==> config.mk <==
export PLATFORM = sky130hd
export DESIGN_NAME = seg_addr_gen
export DESIGN_NICKNAME = d
export VERILOG_FILES = /design/src/rtl/seg_addr_pkg.sv /design/src/rtl/seg_bank.sv /design/src/rtl/seg_route.sv /design/src/rtl/addr_form.sv /design/src/rtl/seg_addr_gen.sv
export SDC_FILE = /design/constraint.sdc
export NUM_CORES = 1
export LEC_CHECK = 0
export CAP_MARGIN = 20
export CORE_UTILIZATION = 68
export DETAILED_ROUTE_END_ITERATION = 8
export DONT_BUFFER_PORTS = 1
export GPL_TIMING_DRIVEN = 0
export PLACE_DENSITY = 0.91
export SETUP_SLACK_MARGIN = 0.3
export SYNTH_ARGS = -nofsm -noshare
export SYNTH_HDL_FRONTEND = slang
export SYNTH_HIERARCHICAL = 1
export SYNTH_SLANG_ARGS = --single-unit
==> constraint.sdc <==
create_clock -name clk -period 5.6 [get_ports clk]
set_input_delay 1.12 -clock clk [delete_from_list [all_inputs] [get_ports clk]]
set_output_delay 1.12 -clock clk [all_outputs]
set_load 0.1 [all_outputs]
==> src/rtl/seg_addr_pkg.sv <==
package seg_addr_pkg;

  localparam int SEG_W    = 16;
  localparam int OFF_W    = 16;
  localparam int SHIFT    = 4;
  localparam int PHYS_W   = SEG_W + SHIFT;
  localparam int NUM_SEG  = 4;
  localparam int SEL_W    = $clog2(NUM_SEG);
  localparam logic [PHYS_W-1:0] ROM_BASE = 20'hC0000;

  typedef enum logic [1:0] {
    KIND_FETCH    = 2'b00,
    KIND_STACK    = 2'b01,
    KIND_DATA     = 2'b10,
    KIND_DATA_ALT = 2'b11
  } acc_kind_e;

  typedef enum logic [SEL_W-1:0] {
    SEG_CODE  = 2'd0,
    SEG_DATA  = 2'd1,
    SEG_STACK = 2'd2,
    SEG_EXTRA = 2'd3
  } seg_id_e;

  // Base selection rule: the override only matters for data accesses
  function automatic seg_id_e pick_seg(input acc_kind_e kind, input logic es_ovr);
    seg_id_e id;
    case (kind)
      KIND_FETCH: id = SEG_CODE;
      KIND_STACK: id = SEG_STACK;
      default:    id = es_ovr ? SEG_EXTRA : SEG_DATA;
    endcase
    return id;
  endfunction

endpackage

==> src/rtl/seg_bank.sv <==
module seg_bank
  import seg_addr_pkg::*;
#(
  parameter int W = SEG_W,
  parameter int N = NUM_SEG,
  localparam int SW = $clog2(N)
) (
  input  logic          clk,
  input  logic          rst_n,
  input  logic          wr_en,
  input  logic [SW-1:0] wr_sel,
  input  logic [W-1:0]  wr_data,
  input  logic [SW-1:0] rd_sel,
  output logic [W-1:0]  rd_data
);

  logic [W-1:0] base_q [N];

  for (genvar g = 0; g < N; g++) begin : g_base
    logic hit;
    assign hit = wr_en && (wr_sel == SW'(g));
    always_ff @(posedge clk or negedge rst_n) begin
      if (!rst_n)   base_q[g] <= '0;
      else if (hit) base_q[g] <= wr_data;
    end
  end

  // Read returns the pre-write value during a write cycle
  assign rd_data = base_q[rd_sel];

endmodule

==> src/rtl/seg_route.sv <==
module seg_route
  import seg_addr_pkg::*;
(
  input  logic [1:0]       kind,
  input  logic             es_ovr,
  output logic [SEL_W-1:0] sel
);

  seg_id_e id;

  always_comb begin
    id  = pick_seg(acc_kind_e'(kind), es_ovr);
    sel = SEL_W'(id);
  end

endmodule

==> src/rtl/addr_form.sv <==
module addr_form
  import seg_addr_pkg::*;
#(
  parameter int SW = SEG_W,
  parameter int OW = OFF_W,
  parameter int SH = SHIFT,
  parameter logic [SW+SH-1:0] RB = ROM_BASE,
  localparam int PW = SW + SH
) (
  input  logic [SW-1:0] seg,
  input  logic [OW-1:0] off,
  output logic [PW-1:0] phys,
  output logic          rom_hit
);

  // Shift-and-add; width truncation drops the carry out of the top bit
  function automatic logic [PW-1:0] form_phys(input logic [SW-1:0] s,
                                              input logic [OW-1:0] o);
    logic [PW-1:0] base;
    base = {s, {SH{1'b0}}};
    return base + PW'(o);
  endfunction

  function automatic logic in_rom(input logic [PW-1:0] a);
    return a >= RB;
  endfunction

  always_comb begin
    phys    = form_phys(seg, off);
    rom_hit = in_rom(phys);
  end

endmodule

==> src/rtl/seg_addr_gen.sv <==
module seg_addr_gen
  import seg_addr_pkg::*;
(
  input  logic              clk,
  input  logic              rst_n,
  input  logic              seg_wr_en,
  input  logic [SEL_W-1:0]  seg_wr_sel,
  input  logic [SEG_W-1:0]  seg_wr_data,
  input  logic              req_valid,
  input  logic [1:0]        req_kind,
  input  logic              req_es_ovr,
  input  logic [OFF_W-1:0]  req_offset,
  output logic              addr_valid,
  output logic [PHYS_W-1:0] addr_out,
  output logic              addr_rom,
  output logic [SEL_W-1:0]  addr_seg_sel
);

  // Named internal events
  logic [SEL_W-1:0]  route_sel;
  logic [SEG_W-1:0]  sel_seg_val;
  logic [PHYS_W-1:0] phys_d;
  logic              rom_d;

  seg_route u_route (
    .kind   (req_kind),
    .es_ovr (req_es_ovr),
    .sel    (route_sel)
  );

  seg_bank #(.W(SEG_W), .N(NUM_SEG)) u_bank (
    .clk     (clk),
    .rst_n   (rst_n),
    .wr_en   (seg_wr_en),
    .wr_sel  (seg_wr_sel),
    .wr_data (seg_wr_data),
    .rd_sel  (route_sel),
    .rd_data (sel_seg_val)
  );

  addr_form #(.SW(SEG_W), .OW(OFF_W), .SH(SHIFT), .RB(ROM_BASE)) u_form (
    .seg     (sel_seg_val),
    .off     (req_offset),
    .phys    (phys_d),
    .rom_hit (rom_d)
  );

  always_ff @(posedge clk or negedge rst_n) begin
    if (!rst_n) begin
      addr_valid   <= 1'b0;
      addr_out     <= '0;
      addr_rom     <= 1'b0;
      addr_seg_sel <= '0;
    end else begin
      addr_valid <= req_valid;
      if (req_valid) begin
        addr_out     <= phys_d;
        addr_rom     <= rom_d;
        addr_seg_sel <= route_sel;
      end
    end
  end

endmodule

### Word level (Yosys, flattened, before mapping)

Index checks and enable logic that the tools add are counted.

| word-level totals | value |
|---|---|
| word-level logic and storage cells | 27 |
| bits of input ports | 41 |
| bits in registers | 88 |
| output and inout bits | 24 |

| cells by class | value |
|---|---|
| order comparisons | 2 |
| add/subtract/negate cells | 1 |
| equality and inequality tests | 4 |
| bitwise logic cells | 1 |
| multiplexer cells | 5 |
| reductions and logical operators | 6 |

Operators by type and width:

| kind | count |
|---|---|
| binary-select mux 16 bit (select 2 bit) | 1 |
| two-way mux 16 bit | 2 |
| adder 20 x 16 -> 20 bit | 1 |
| greater-or-equal comparator 20 bit, second input constant | 1 |
| == test 2 x 1 -> 1 bit, second input constant | 2 |
| == test 2 bit, second input constant | 2 |
| logical AND 1 bit | 4 |
| zero test 2 bit | 2 |
| case mux 2 bit (2 select lines) | 1 |
| greater-or-equal comparator 3 bit, second input constant | 1 |
| inverter 2 -> 3 bit | 1 |
| two-way mux 2 bit | 1 |

### Logic depth before layout (Yosys ltp)

| depth | value |
|---|---|
| depth after elaboration | 8 |
| mapped depth | 12 |
| gate-level depth less buffers | 10 |

### Modules after synthesis

The synthesis kept the hierarchy.

By module, submodules not included:

| module | cells an instance | area an instance (sq um) | times used |
|---|---|---|---|
| seg_bank | 156 | 2,792.7 | 1 |
| seg_addr_gen | 49 | 882.1 | 1 |
| addr_form | 115 | 832.0 | 1 |
| seg_route | 2 | 18.8 | 1 |

### Least setup slack after synthesis

Ideal clock, no wire load.

| timing | value |
|---|---|
| kind | input to register |
| start point | in req_kind[1] |
| end point | reg addr_rom |
| path slack | 1,431 ps |
| setup time | 125 ps |
| buffers on the path | 2 |
| data arrival time | 4,043 ps |
| cell stages on the path | 11 |
| cell sequence | clkbuf_1 -> buf_2 -> mux4_2 -> ha_1 -> fa_1 -> a211oi_2 -> o21ai_2 -> and3_1 -> or4_4 -> a21boi_1 -> mux2_2 |

| between the ends | value |
|---|---|
| longest elaborated chain between the ends | 8 |

Ends and longest elaborated chain:

| item | RTL line | RTL |
|---|---|---|
| start: declaration | seg_addr_gen.sv:10 | `input logic [1:0] req_kind,` |
| == test 2 x 1 -> 1 bit or zero test 2 bit (tied branches) | seg_addr_pkg.sv:28 | `case (kind)` |
| case mux 2 bit (2 select lines) (*) | seg_addr_pkg.sv:28 |  |
| inverter 2 -> 3 bit (not written as such) (*) | seg_bank.sv:29 | `assign rd_data = base_q[rd_sel];` |
| binary-select mux 16 bit (select 2 bit) (*) | seg_bank.sv:29 |  |
| two-way mux 16 bit (not written as such) (*) (2 in a row) | seg_bank.sv:29 |  |
| via sel_seg_val[0] | seg_addr_gen.sv:21 | `logic [SEG_W-1:0] sel_seg_val;` |
| adder 20 x 16 -> 20 bit (*) | addr_form.sv:21 | `return base + PW'(o);` |
| via phys_d[18] | seg_addr_gen.sv:22 | `logic [PHYS_W-1:0] phys_d;` |
| greater-or-equal comparator 20 bit (*) | addr_form.sv:25 | `return a >= RB;` |
| via rom_d | seg_addr_gen.sv:23 | `logic rom_d;` |
| end signal: assignment | seg_addr_gen.sv:58 | `addr_rom <= rom_d;` |
| end: declaration | seg_addr_gen.sv:15 | `output logic addr_rom,` |

The timed path passes the listed nets; every way through them passes the cells marked *. The select of a mux whose other input is x is not followed.
A chain may end at the register's enable or synchronous reset.

### Worst setup path after layout

Same ends and word-level chain as after synthesis.

==> summary.txt <==
Status
  • Status: finished, final reports clean

Routing
  • DRT iter0 DRCs: ~110
  • Vias: 2819
  • WL/cell: between 20 and 25 um
  • Drt total wl: approximately 9.0 mm
  • Antenna-violating nets left: 0
  • Post-DR vias/cell: around 6.8
  • TritonRoute pass-1 iters: 4
  • Drt drc: 0

STA
  • Final period util: 0.7463
  • Min Hold Slack: around 450 ps
  • Peak Freq: between 200 and 250 MHz
  • Unrepaired setup endpoints after global routing: no
  • Slew margin rel.: 0.3864
  • Final setup violating endpoints: 0
  • Endpoints failing hold: 0
  • Clock skew: about 6.4 ps
  • Tightest Pin Transition: 920.5 ps
  • Final count of pins violating max slew: 0
  • Period minus WS final: about 4200 ps
  • Final setup TNS: 0 ps

CTS
  • H-tree Lvls: 3
  • Clock Path Buffers: 2
  • Clock Latency Late Sink: approximately 360 ps
  • Hold-fix buffers at CTS: 0
  • CTS clk-pin slew, worst paths: 80 ps
  • CTS Root Cell: clkbuf_8
  • Clock sinks: 88
  • Post-CTS sizing: 0
  • CTS tree: built
  • Setup bufs post-CTS: 0
  • Number of CTS-inserted buffers: 9

Synthesis
  • Sequential share of the synthesized area: 0.4866
  • Post-synth EDFFs: 0
  • Post-Syn Area: between 4000 and 5000 um^2
  • YS warnings: 6
  • Yosys reg bits: slightly below 90
  • Syn Area/Cell: approximately 14 um^2
  • Synth Flop Type: dfrtp_1
  • Async set-reset flop share out of synthesis: 1.000
  • Syn_nets: approximately 380
  • Cell count after synthesis: roughly 320
  • Synth cell types: 52

Die
  • Die Y: around 84 um
  • Die area: roughly 7000 um^2
  • Initial Util: 0.7087
  • IO Pins: 65
  • Site Rows: 29
  • Die width: about 84 um
  • Core Footprint: between 6000 and 7000 um^2

Power
  • Clock group share of total power: 0.176
  • Leak pwr: about 2.0 nW
  • Seq pwr share: 0.586
  • VDD IR max: around 0.39 mV
  • Combinational share of power: 0.238
  • Switching share of power: 0.4568
  • Psw: around 1.1 mW
  • Power per cell area: ~480 nW/um^2
  • Internal power: roughly 1.3 mW

Cells and area
  • Final non-filler cell total: between 400 and 500
  • Layout cells sized above 1: 0.4362
  • Fill count: approximately 380
  • Nets: a little under 400
  • Antenna diode count: 0
  • Final cell utilization of the core: 0.7522
  • Area growth syn-to-layout: 6.138%

Global route
  • Vias in the first global route: between 2000 and 3000
  • First-pass GRT wire length: roughly 14 mm
  • GRT Resource Usage Total: 0.2698
  • Grt total ovfl: 0
  • Largest net degree at the start of global routing: 89
  • Initial antenna violation count: 0

Critical path
  • Cell count along the critical path: 11
  • Worst r2r path cells: 9
  • Worst Setup End Kind: flop
  • Startpoint Class: input port
  • R2r startpoint: u_bank/base_q[48]
  • Setup crit end: addr_rom
  • Crit path max fanout: 7
  • Kind of critical path: input port to flop
  • Critical-path top delay cell: or4_4
  • Req. time, crit path: roughly 6000 ps
  • Worst Setup SP: req_kind[1]
  • CP Cell Sequence: mux2_4, clkbuf_1, mux4_2, ha_1, fa_1, a211oi_2, o21ai_2, and3_1, or4_4, a21boi_1, mux2_2
  • Worst path arrival time: roughly 4400 ps
  • Reg2reg setup slack: ~2300 ps
  • CP max stage delay: 530 ps
  • Reg-to-Reg End: addr_rom
  • Buf/Inv on CP: 1
  • Family with the most delay on the worst path: multiplexers

Placed design
  • Dpl hpwl: roughly 6.3 mm
  • Placed Instances: 399
  • Final GP Congestion: around 0.84
  • IO buf count: 0

Job
  • Max-Cap Viols: 0

Min path
  • Min-Delay Path Class: input port to asynchronous set/reset pin
==> layer usage <==
metal | track usage | part of all wire
met1 | 0.3359 | 0.40
met3 | 0.06528 | 0.061
met4 | 0.1156 | 0.021
met5 | 0 | 0
met2 | 0.4523 | 0.52
==> power groups by stage <==
stage,sequential (mW),combinational [mW],clock (mW)
final,1.36,0.551,0.406
after global routing,1.37,0.593,0.436
after CTS,1.36,0.545,0.413
after detailed placement,1.37,0.538,0
after global placement,1.36,0.513,0
after floorplan,1.34,0.451,0
==> sequential cells by signal (all words and copies together), names as in the netlist <==
register       count
addr_rom           1
addr_valid         1
u_bank/base_q     64
addr_seg_sel       2
addr_out          20
==> final cells by class <==
type                       count  area (um^2)  area share
clock buffer                  11        151.4     0.03152
multi-input combinational    214         2186      0.4551
buffer                        18        130.1     0.02709
sequential                    88         2202      0.4585
tap                           77        96.34     0.02006
clock inverter                 4        30.03    0.006252
inverter                       2        7.507    0.001563
==> how the worst min path moves through the flow <==
| stage | slack, ps | startpoint | end | cells after the start |
|---|---|---|---|---|
| floorplan | 470 | u_bank/base_q[21] | u_bank/base_q[21] | 1 |
| global placement | 480 | u_bank/base_q[0] | u_bank/base_q[0] | 1 |
| detailed placement | 490 | u_bank/base_q[9] | u_bank/base_q[9] | 1 |
| CTS | 440 | rst_n | addr_seg_sel[0] | 0 |
| global route | 430 | rst_n | u_bank/base_q[58] | 0 |
| finish | 450 | rst_n | addr_out[13] | 0 |
==> cell usage in the layout (no fill, tap or decap), drive strengths merged, types with 2 or more instances in the layout <==
cell    synthesis  layout
o21ai           8       8
or2             2       2
o21a            2       2
clkinv          0       3
nor3            3       3
ha             12      12
a211oi          6       6
mux2i           2       2
buf            15      15
nor2           11      11
a21o            4       4
nand2           8       8
o31ai           2       2
xor2            3       3
nand3b          2       2
a21oi           7       7
nand4           2       2
dfrtp          88      88
o211ai          3       3
and3            3       3
mux2           89      89
mux4           16      16
inv             2       2
nand3           7       7
xnor2           4       4
clkbuf          3      14
==> stage by stage <==
step                      power (mW)  area (um^2)  worst slack [ps]
final                          2.315         4803              1421
after global placement         1.870         4622              1131
after detailed placement       1.910         4622              1138
after CTS                      2.316         4803              1459
after global routing           2.404         4803              1318
after floorplan                1.790         4526              1431
==> cell usage after synthesis (2+ instances only) <==
library cell  instances  area [um^2]
a211oi_1              5        37.54
a21o_1                3        22.52
a21oi_1               7        35.03
and3_1                3        18.77
buf_2                 6        30.03
buf_4                 6        45.04
buf_6                 3        33.78
clkbuf_1              2        7.510
dfrtp_1              88         2202
ha_1                 12        150.1
inv_1                 2        7.510
mux2_2               88        991.0
mux2i_1               2        20.02
mux4_2               16        360.4
nand2_1               8        30.03
nand3_1               6        30.03
nand3b_2              2        22.52
nand4_1               2        12.51
nor2_1               11        41.29
nor3_1                3        15.01
o211ai_1              3        22.52
o21a_1                2        15.01
o21ai_0               5        25.02
o21ai_2               2        17.52
o31ai_1               2        15.01
or2_2                 2        12.51
xnor2_1               4        35.03
xor2_1                3        26.28
==> kinds of logic after synthesis <==
group                    share of synthesized area
AND/OR/NAND/NOR                            0.05198
multiplexers                                0.3063
adder cells (fa/ha/maj)                    0.03760
buffers and inverters                      0.03041
AO/OA/AOI/OAI                              0.07354
flip-flops                                  0.4866
XOR/XNOR                                   0.01355
Power figures use the tool's default switching activity.
